==> src/rtl/pix_par_pkg.sv <==
package pix_par_pkg;

  // Width of a lane count able to hold the values 0..lanes.
  function automatic int cnt_bits(input int lanes);
    return $clog2(lanes + 1);
  endfunction

  // Width of a slot index for n slots (at least one bit).
  function automatic int idx_bits(input int n);
    return (n > 1) ? $clog2(n) : 1;
  endfunction

endpackage

==> src/rtl/pix_pack.sv <==
// Widening path: merges P_OUT/P_IN input words into one output word.
// The output register itself is the packing buffer.
module pix_pack
  import pix_par_pkg::*;
#(
  parameter int PIX_W = 8,
  parameter int P_IN  = 2,
  parameter int P_OUT = 4,
  localparam int IW    = P_IN * PIX_W,
  localparam int OW    = P_OUT * PIX_W,
  localparam int CI    = cnt_bits(P_IN),
  localparam int CO    = cnt_bits(P_OUT),
  localparam int SLOTS = P_OUT / P_IN,
  localparam int SW    = idx_bits(SLOTS)
) (
  input  logic          clk,
  input  logic          rst,
  input  logic          in_valid,
  output logic          in_ready,
  input  logic [IW-1:0] in_data,
  input  logic [CI-1:0] in_cnt,
  input  logic          in_eol,
  input  logic          in_eof,
  output logic          out_valid,
  input  logic          out_ready,
  output logic [OW-1:0] out_data,
  output logic [CO-1:0] out_cnt,
  output logic          out_eol,
  output logic          out_eof
);

  logic          vld_q, eol_q, eof_q;
  logic [CO-1:0] fill_q;
  logic [OW-1:0] data_q;
  logic [CO-1:0] base, sum;
  logic [SW-1:0] slot;
  logic          take, done;

  assign in_ready = !vld_q || out_ready;
  assign take     = in_valid && in_ready;

  always_comb begin
    base = vld_q ? '0 : fill_q;          // a draining word frees the register
    sum  = base + CO'(in_cnt);
    slot = SW'(base / CO'(P_IN));
    done = in_eol || (sum == CO'(P_OUT));
  end

  always_ff @(posedge clk) begin
    if (rst) begin
      vld_q  <= 1'b0;
      eol_q  <= 1'b0;
      eof_q  <= 1'b0;
      fill_q <= '0;
    end else if (take) begin
      fill_q <= sum;
      vld_q  <= done;
      eol_q  <= in_eol;
      eof_q  <= in_eol && in_eof;
    end else if (vld_q && out_ready) begin
      vld_q  <= 1'b0;
      fill_q <= '0;
    end
  end

  for (genvar k = 0; k < SLOTS; k++) begin : g_slot
    always_ff @(posedge clk) begin
      if (take && slot == SW'(k)) data_q[k*IW +: IW] <= in_data;
    end
  end

  assign out_valid = vld_q;
  assign out_data  = data_q;
  assign out_cnt   = fill_q;
  assign out_eol   = eol_q;
  assign out_eof   = eof_q;

  assert_hold_stable_R7: assert property (@(posedge clk) disable iff (rst)
    out_valid && !out_ready |=> out_valid && $stable(out_data) && $stable(out_cnt)
      && $stable(out_eol) && $stable(out_eof));
  assert_partial_ends_line_R3: assert property (@(posedge clk) disable iff (rst)
    out_valid && out_cnt != CO'(P_OUT) |-> out_eol);
  assert_cnt_bound_R2: assert property (@(posedge clk) disable iff (rst)
    out_valid |-> out_cnt <= CO'(P_OUT));
  assert_eof_on_eol_R5: assert property (@(posedge clk) disable iff (rst)
    out_valid && out_eof |-> out_eol);
  assert_reset_clears_R8: assert property (@(posedge clk)
    rst |=> !out_valid);

endmodule

==> src/rtl/pix_unpack.sv <==
// Narrowing path: holds one input word and emits it P_OUT lanes at a time.
module pix_unpack
  import pix_par_pkg::*;
#(
  parameter int PIX_W = 8,
  parameter int P_IN  = 4,
  parameter int P_OUT = 2,
  localparam int IW    = P_IN * PIX_W,
  localparam int OW    = P_OUT * PIX_W,
  localparam int CI    = cnt_bits(P_IN),
  localparam int CO    = cnt_bits(P_OUT),
  localparam int SLOTS = P_IN / P_OUT,
  localparam int SW    = idx_bits(SLOTS)
) (
  input  logic          clk,
  input  logic          rst,
  input  logic          in_valid,
  output logic          in_ready,
  input  logic [IW-1:0] in_data,
  input  logic [CI-1:0] in_cnt,
  input  logic          in_eol,
  input  logic          in_eof,
  output logic          out_valid,
  input  logic          out_ready,
  output logic [OW-1:0] out_data,
  output logic [CO-1:0] out_cnt,
  output logic          out_eol,
  output logic          out_eof
);

  logic          vld_q, eol_q, eof_q;
  logic [IW-1:0] data_q;
  logic [CI-1:0] rem_q;
  logic [SW-1:0] slot_q;
  logic          last;
  logic [OW-1:0] part [SLOTS];

  for (genvar k = 0; k < SLOTS; k++) begin : g_part
    assign part[k] = data_q[k*OW +: OW];
  end

  assign last     = rem_q <= CI'(P_OUT);
  assign in_ready = !vld_q || (out_ready && last);

  always_ff @(posedge clk) begin
    if (rst) begin
      vld_q  <= 1'b0;
      eol_q  <= 1'b0;
      eof_q  <= 1'b0;
      rem_q  <= '0;
      slot_q <= '0;
    end else if (in_valid && in_ready) begin
      vld_q  <= 1'b1;
      data_q <= in_data;
      rem_q  <= in_cnt;
      slot_q <= '0;
      eol_q  <= in_eol;
      eof_q  <= in_eol && in_eof;
    end else if (vld_q && out_ready) begin
      if (last) begin
        vld_q <= 1'b0;
      end else begin
        slot_q <= slot_q + 1'b1;
        rem_q  <= rem_q - CI'(P_OUT);
      end
    end
  end

  assign out_valid = vld_q;
  assign out_data  = part[slot_q];
  assign out_cnt   = last ? CO'(rem_q) : CO'(P_OUT);
  assign out_eol   = eol_q && last;
  assign out_eof   = eof_q && last;

  assert_hold_stable_R7: assert property (@(posedge clk) disable iff (rst)
    out_valid && !out_ready |=> out_valid && $stable(out_data) && $stable(out_cnt)
      && $stable(out_eol) && $stable(out_eof));
  assert_partial_ends_line_R3: assert property (@(posedge clk) disable iff (rst)
    out_valid && out_cnt != CO'(P_OUT) |-> out_eol);
  assert_cnt_bound_R2: assert property (@(posedge clk) disable iff (rst)
    out_valid |-> out_cnt <= CO'(P_OUT));
  assert_eof_on_eol_R5: assert property (@(posedge clk) disable iff (rst)
    out_valid && out_eof |-> out_eol);
  assert_reset_clears_R8: assert property (@(posedge clk)
    rst |=> !out_valid);

endmodule

==> src/rtl/pix_par_conv.sv <==
module pix_par_conv
  import pix_par_pkg::*;
#(
  parameter int PIX_W = 8,
  parameter int P_IN  = 2,
  parameter int P_OUT = 4,
  localparam int IW = P_IN * PIX_W,
  localparam int OW = P_OUT * PIX_W,
  localparam int CI = cnt_bits(P_IN),
  localparam int CO = cnt_bits(P_OUT)
) (
  input  logic          clk,
  input  logic          rst,
  input  logic          in_valid,
  output logic          in_ready,
  input  logic [IW-1:0] in_data,
  input  logic [CI-1:0] in_cnt,
  input  logic          in_eol,
  input  logic          in_eof,
  output logic          out_valid,
  input  logic          out_ready,
  output logic [OW-1:0] out_data,
  output logic [CO-1:0] out_cnt,
  output logic          out_eol,
  output logic          out_eof
);

  if (P_OUT >= P_IN) begin : g_widen
    pix_pack #(.PIX_W(PIX_W), .P_IN(P_IN), .P_OUT(P_OUT)) u_pack (
      .clk(clk), .rst(rst),
      .in_valid(in_valid), .in_ready(in_ready), .in_data(in_data),
      .in_cnt(in_cnt), .in_eol(in_eol), .in_eof(in_eof),
      .out_valid(out_valid), .out_ready(out_ready), .out_data(out_data),
      .out_cnt(out_cnt), .out_eol(out_eol), .out_eof(out_eof));
  end else begin : g_narrow
    pix_unpack #(.PIX_W(PIX_W), .P_IN(P_IN), .P_OUT(P_OUT)) u_unpack (
      .clk(clk), .rst(rst),
      .in_valid(in_valid), .in_ready(in_ready), .in_data(in_data),
      .in_cnt(in_cnt), .in_eol(in_eol), .in_eof(in_eof),
      .out_valid(out_valid), .out_ready(out_ready), .out_data(out_data),
      .out_cnt(out_cnt), .out_eol(out_eol), .out_eof(out_eof));
  end

endmodule

==> config.mk <==
export PLATFORM = sky130hd
export DESIGN_NAME = pix_par_conv
export DESIGN_NICKNAME = d
export VERILOG_FILES = /design/src/rtl/pix_par_pkg.sv /design/src/rtl/pix_pack.sv /design/src/rtl/pix_unpack.sv /design/src/rtl/pix_par_conv.sv
export SDC_FILE = /design/constraint.sdc
export NUM_CORES = 1
export LEC_CHECK = 0
export BUFFER_PORTS_ARGS = -buffer_cell sky130_fd_sc_hd__buf_2
export CORE_MARGIN = 4
export CORE_UTILIZATION = 35
export CTS_CLUSTER_SIZE = 14
export DETAILED_ROUTE_END_ITERATION = 8
export PLACE_DENSITY = 0.74
export SLEW_MARGIN = 20
export SYNTH_ARGS = -nofsm -noshare
export SYNTH_HDL_FRONTEND = slang
export SYNTH_SLANG_ARGS = --single-unit
==> constraint.sdc <==
create_clock -name clk -period 2 [get_ports clk]
set_input_delay 0.4 -clock clk [delete_from_list [all_inputs] [get_ports clk]]
set_output_delay 0.4 -clock clk [all_outputs]
set_load 0.02 [all_outputs]
==> metrics list <==
* Outcome: completed
* Number of remaining DRC errors: 0
- Reg-to-reg slack, setup: slightly above 200 ps
- Gate Count Post-Synth: 76
- Worst R2R End: g_widen.u_pack.out_cnt[2]$_SDFFE_PP0P_
- Ratio of cells with drive above 1 in the final layout: 51.4%
- Worst min-delay path category: primary input to flip-flop
- The initial antenna violation count came to 0.
- Number of enable flip-flop cells after synthesis: 32
- Data arrival time of the critical path: 1970 ps
* GRT Overall Usage: 10.3%
- Yosys warning total: 0
- Part of the Yosys area used for sequential elements: between 80% and 90%
- Setup repair after global routing left no endpoint under its margin.
- The top cell type by area accounts for between 70% and 80% of the synthesized area.
- The first global-routing pass estimated ~3900 um of wire.
- Cell area after placement: ~1700 sq um
- For the worst setup path, the data required time is 2180 ps.
- Port Buffers: 62
- Via count of the first global-routing pass: between 800 and 900
- Entering global routing, the biggest net connects 17 pins.
- The area growth from synthesis to layout is 38.7%.
- Top library cells by usage in the layout, fill and taps aside: buf_2 (62), edfxtp_1 (32), dfxtp_1 (6)
- In the synthesized netlist the async set-or-reset flop fraction comes to 0%.
- By startpoint and endpoint, the worst setup path is classified as flip-flop to flip-flop.
- Routability-driven placement finished with a final weighted congestion of 0.756.
- The count of pins over their slew limit was 0.
- Routed length per placed instance: 12.4 um
- Clock buffers created by TritonCTS: 5
- Final worst clock skew: 8.86 ps
- 63 I/O pins were placed.
- Across the run, the number of max-cap violations was 0.
* Number of nets with antenna violations after routing: 0
* Register clock-pin slew on the reported worst setup and hold paths: 70 ps
- Dividing the detail-routed via count by the number of cells gives 4.63.
- Final Routed Wirelength: 2440 um
- Number of unique standard cell types used by synthesis: 29
- The clock passes through at most 2 buffers.
* Period Utilization, post-route: 89.8%
- Crit. Startpoint: g_widen.u_pack.out_valid$_SDFFE_PP0P_
- Once routing completed, OpenROAD measured the worst setup slack at 204 ps.
- Cell type with the largest total area after synthesis: edfxtp_1
- Summing all non-filler instances in the final layout gives an area of between 1500 and 2000 sq um.
- Setup-failing EPs final: 0
- Transition at the pin with the smallest max-transition slack: ~270 ps
- CTS Sinks: 38
- In this run the static leakage power is ~0.78 nW.
- Crit Reg-Reg Startpoint: g_widen.u_pack.out_valid$_SDFFE_PP0P_
- The detailed router finished its first iteration with 25 violations.
- Nets: between 150 and 200
- Most common library cell in the layout ignoring fill and taps: buf_2
- Routed vias: 907
- Along the worst hold path, the cell count comes to 1.
- Row generation in the floorplan step produced 22 rows.
- The synthesized design contains 38 register bits.
* Worst Reg2Reg Path Length in Cells: 7
* IR Drop Worst-Case VDD: 391 uV
- Worst slack on hold paths: 309 ps
- Mean post-synth cell area: 17.7 sq um
- Clock latency on the worst-skew pair: 280 ps
- After synthesis the cells add up to approximately 1300 sq um.
- Final hold vios: 0
- Max-slew headroom at the worst pin: 82.1%
- By area the synthesized netlist is led by edfxtp_1 (72%), dfxtp_1 (8.9%), a21oi_1 (1.5%).
* Horizontal die dimension: 70.0 um
- Net count after synthesis: 102
- Clock root cell: clkbuf_8
* Min-delay src: in_data[10]
* End of the worst hold path: g_widen.u_pack.out_data[26]$_DFFE_PP_
* Crit start category: flip-flop
- Setup total negative slack: 0 ps
- Post-CTS Setup Bufs: 0
- The pre-antenna-repair detailed-routing pass consisted of 4 iterations.
* Cell area power density: 1020 nW/um^2
* Half-perimeter wire length of the detailed placement result: 1940 um
- CP max FO: 6
* CP endpoint kind: flip-flop
- Fraction of the core area covered by cells at the end of the flow: 50.5%
* Die Span Y: 70.0 um
- Pre-CTS setup slack: 89.0 ps
- Depth of the CTS H-tree: 2
* Effective utilization at floorplan: 36.4%
- For this run, the leading register cell type out of synthesis is edfxtp_1.
- The floorplan step defined a die boundary enclosing between 4000 and 5000 sq um.
* Clock tree from TritonCTS: done
* Clock period minus worst slack: 1800 ps
- Based on the critical path, the design can be clocked at up to 557 MHz.
* Total grt overflow: 0
- The repair_antennas step left the layout with diodes totalling 0.
- CORE AREA: 3690 sq um
## metal layers
| layer | up-vias | GRT usage [%] | wire length [um] |
|---|---|---|---|
| met4 | 0 | 4.26 | 27 |
| li1 | 428 | - | - |
| met3 | 4 | 5.04 | 301 |
| met5 | - | 0 | 0 |
| met2 | 56 | 16.7 | 1190 |
| met1 | 419 | 11.4 | 921 |
## through the flow
| stage | std cells | total power, mW |
|---|---|---|
| after detailed placement | 188 | 1.20 |
| after CTS | 196 | 1.93 |
| after floorplan | 76 | 1.10 |
| after global placement | 188 | 1.19 |
| after global routing | 196 | 1.99 |
| final | 196 | 1.90 |
## repair_timing
item	in CTS	in global routing
resized for setup	0	1
endpoints found under the setup margin	0	1
hold buffers	0	0
## cells in the mapped netlist, types with 2 or more instances
library cell / number
a21oi_1: 4
and2b_1: 2
dfxtp_1: 6
edfxtp_1: 32
inv_1: 3
mux2i_1: 2
nand2_1: 2
nor2_1: 3
o21ai_0: 2
## sequential cells by signal (all words and copies together) (netlist names)
register and count:
g_widen.u_pack.out_cnt 3, g_widen.u_pack.out_valid 1, g_widen.u_pack.out_eol 1, g_widen.u_pack.out_data 32, g_widen.u_pack.out_eof 1
## logic make-up (layout without fill, tap and decap cells)
logic type / count (synthesis) / in the layout / synth area share [%]
buffers and inverters: 5 / 77 / 1.68
adders and majority gates: 2 / 2 / 2.42
muxes: 2 / 2 / 1.49
xor gates and xnor gates: 1 / 1 / 0.652
DFF: 38 / 38 / 80.4
AOI/OAI and AO/OA: 12 / 12 / 6.24
and+or+nand+nor: 16 / 16 / 7.08
## area by class of cell
cell class              instances  area, sq um
repair buffers                 65          333
fillers                       345         1820
inverters                       4         15.0
well taps                      48         60.1
clock inverters                 3         63.8
multi-input cells              33          243
clock buffers                   5         68.8
flip-flops and latches         38         1080
## critical path, cell delays in order (launching register included)
cell and delay [ps]:
dfxtp_1 350, and2b_1 200, ha_1 130, inv_1 40, fa_1 420, nor2b_2 170
mux2i_1 100, a2111oi_2 290
## power by group
part | total [mW] | internal [mW] | leakage (nW) | switching [mW]
Clock | 0.724 | 0.493 | 0.0658 | 0.231
Combinational | 0.237 | 0.0879 | 0.367 | 0.149
Sequential | 0.939 | 0.921 | 0.349 | 0.0184
## worst max path at each step
stage                                                   to  slack (ps)  depth (start not counted)
finish              g_widen.u_pack.out_cnt[2]$_SDFFE_PP0P_         200                          7
global route        g_widen.u_pack.out_cnt[2]$_SDFFE_PP0P_          20                          7
CTS                 g_widen.u_pack.out_cnt[2]$_SDFFE_PP0P_         100                          7
detailed placement  g_widen.u_pack.out_cnt[2]$_SDFFE_PP0P_          90                          7
global placement    g_widen.u_pack.out_cnt[2]$_SDFFE_PP0P_         180                          7
floorplan           g_widen.u_pack.out_cnt[2]$_SDFFE_PP0P_          80                          7
Note: power is estimated with default switching activity, not from simulation.
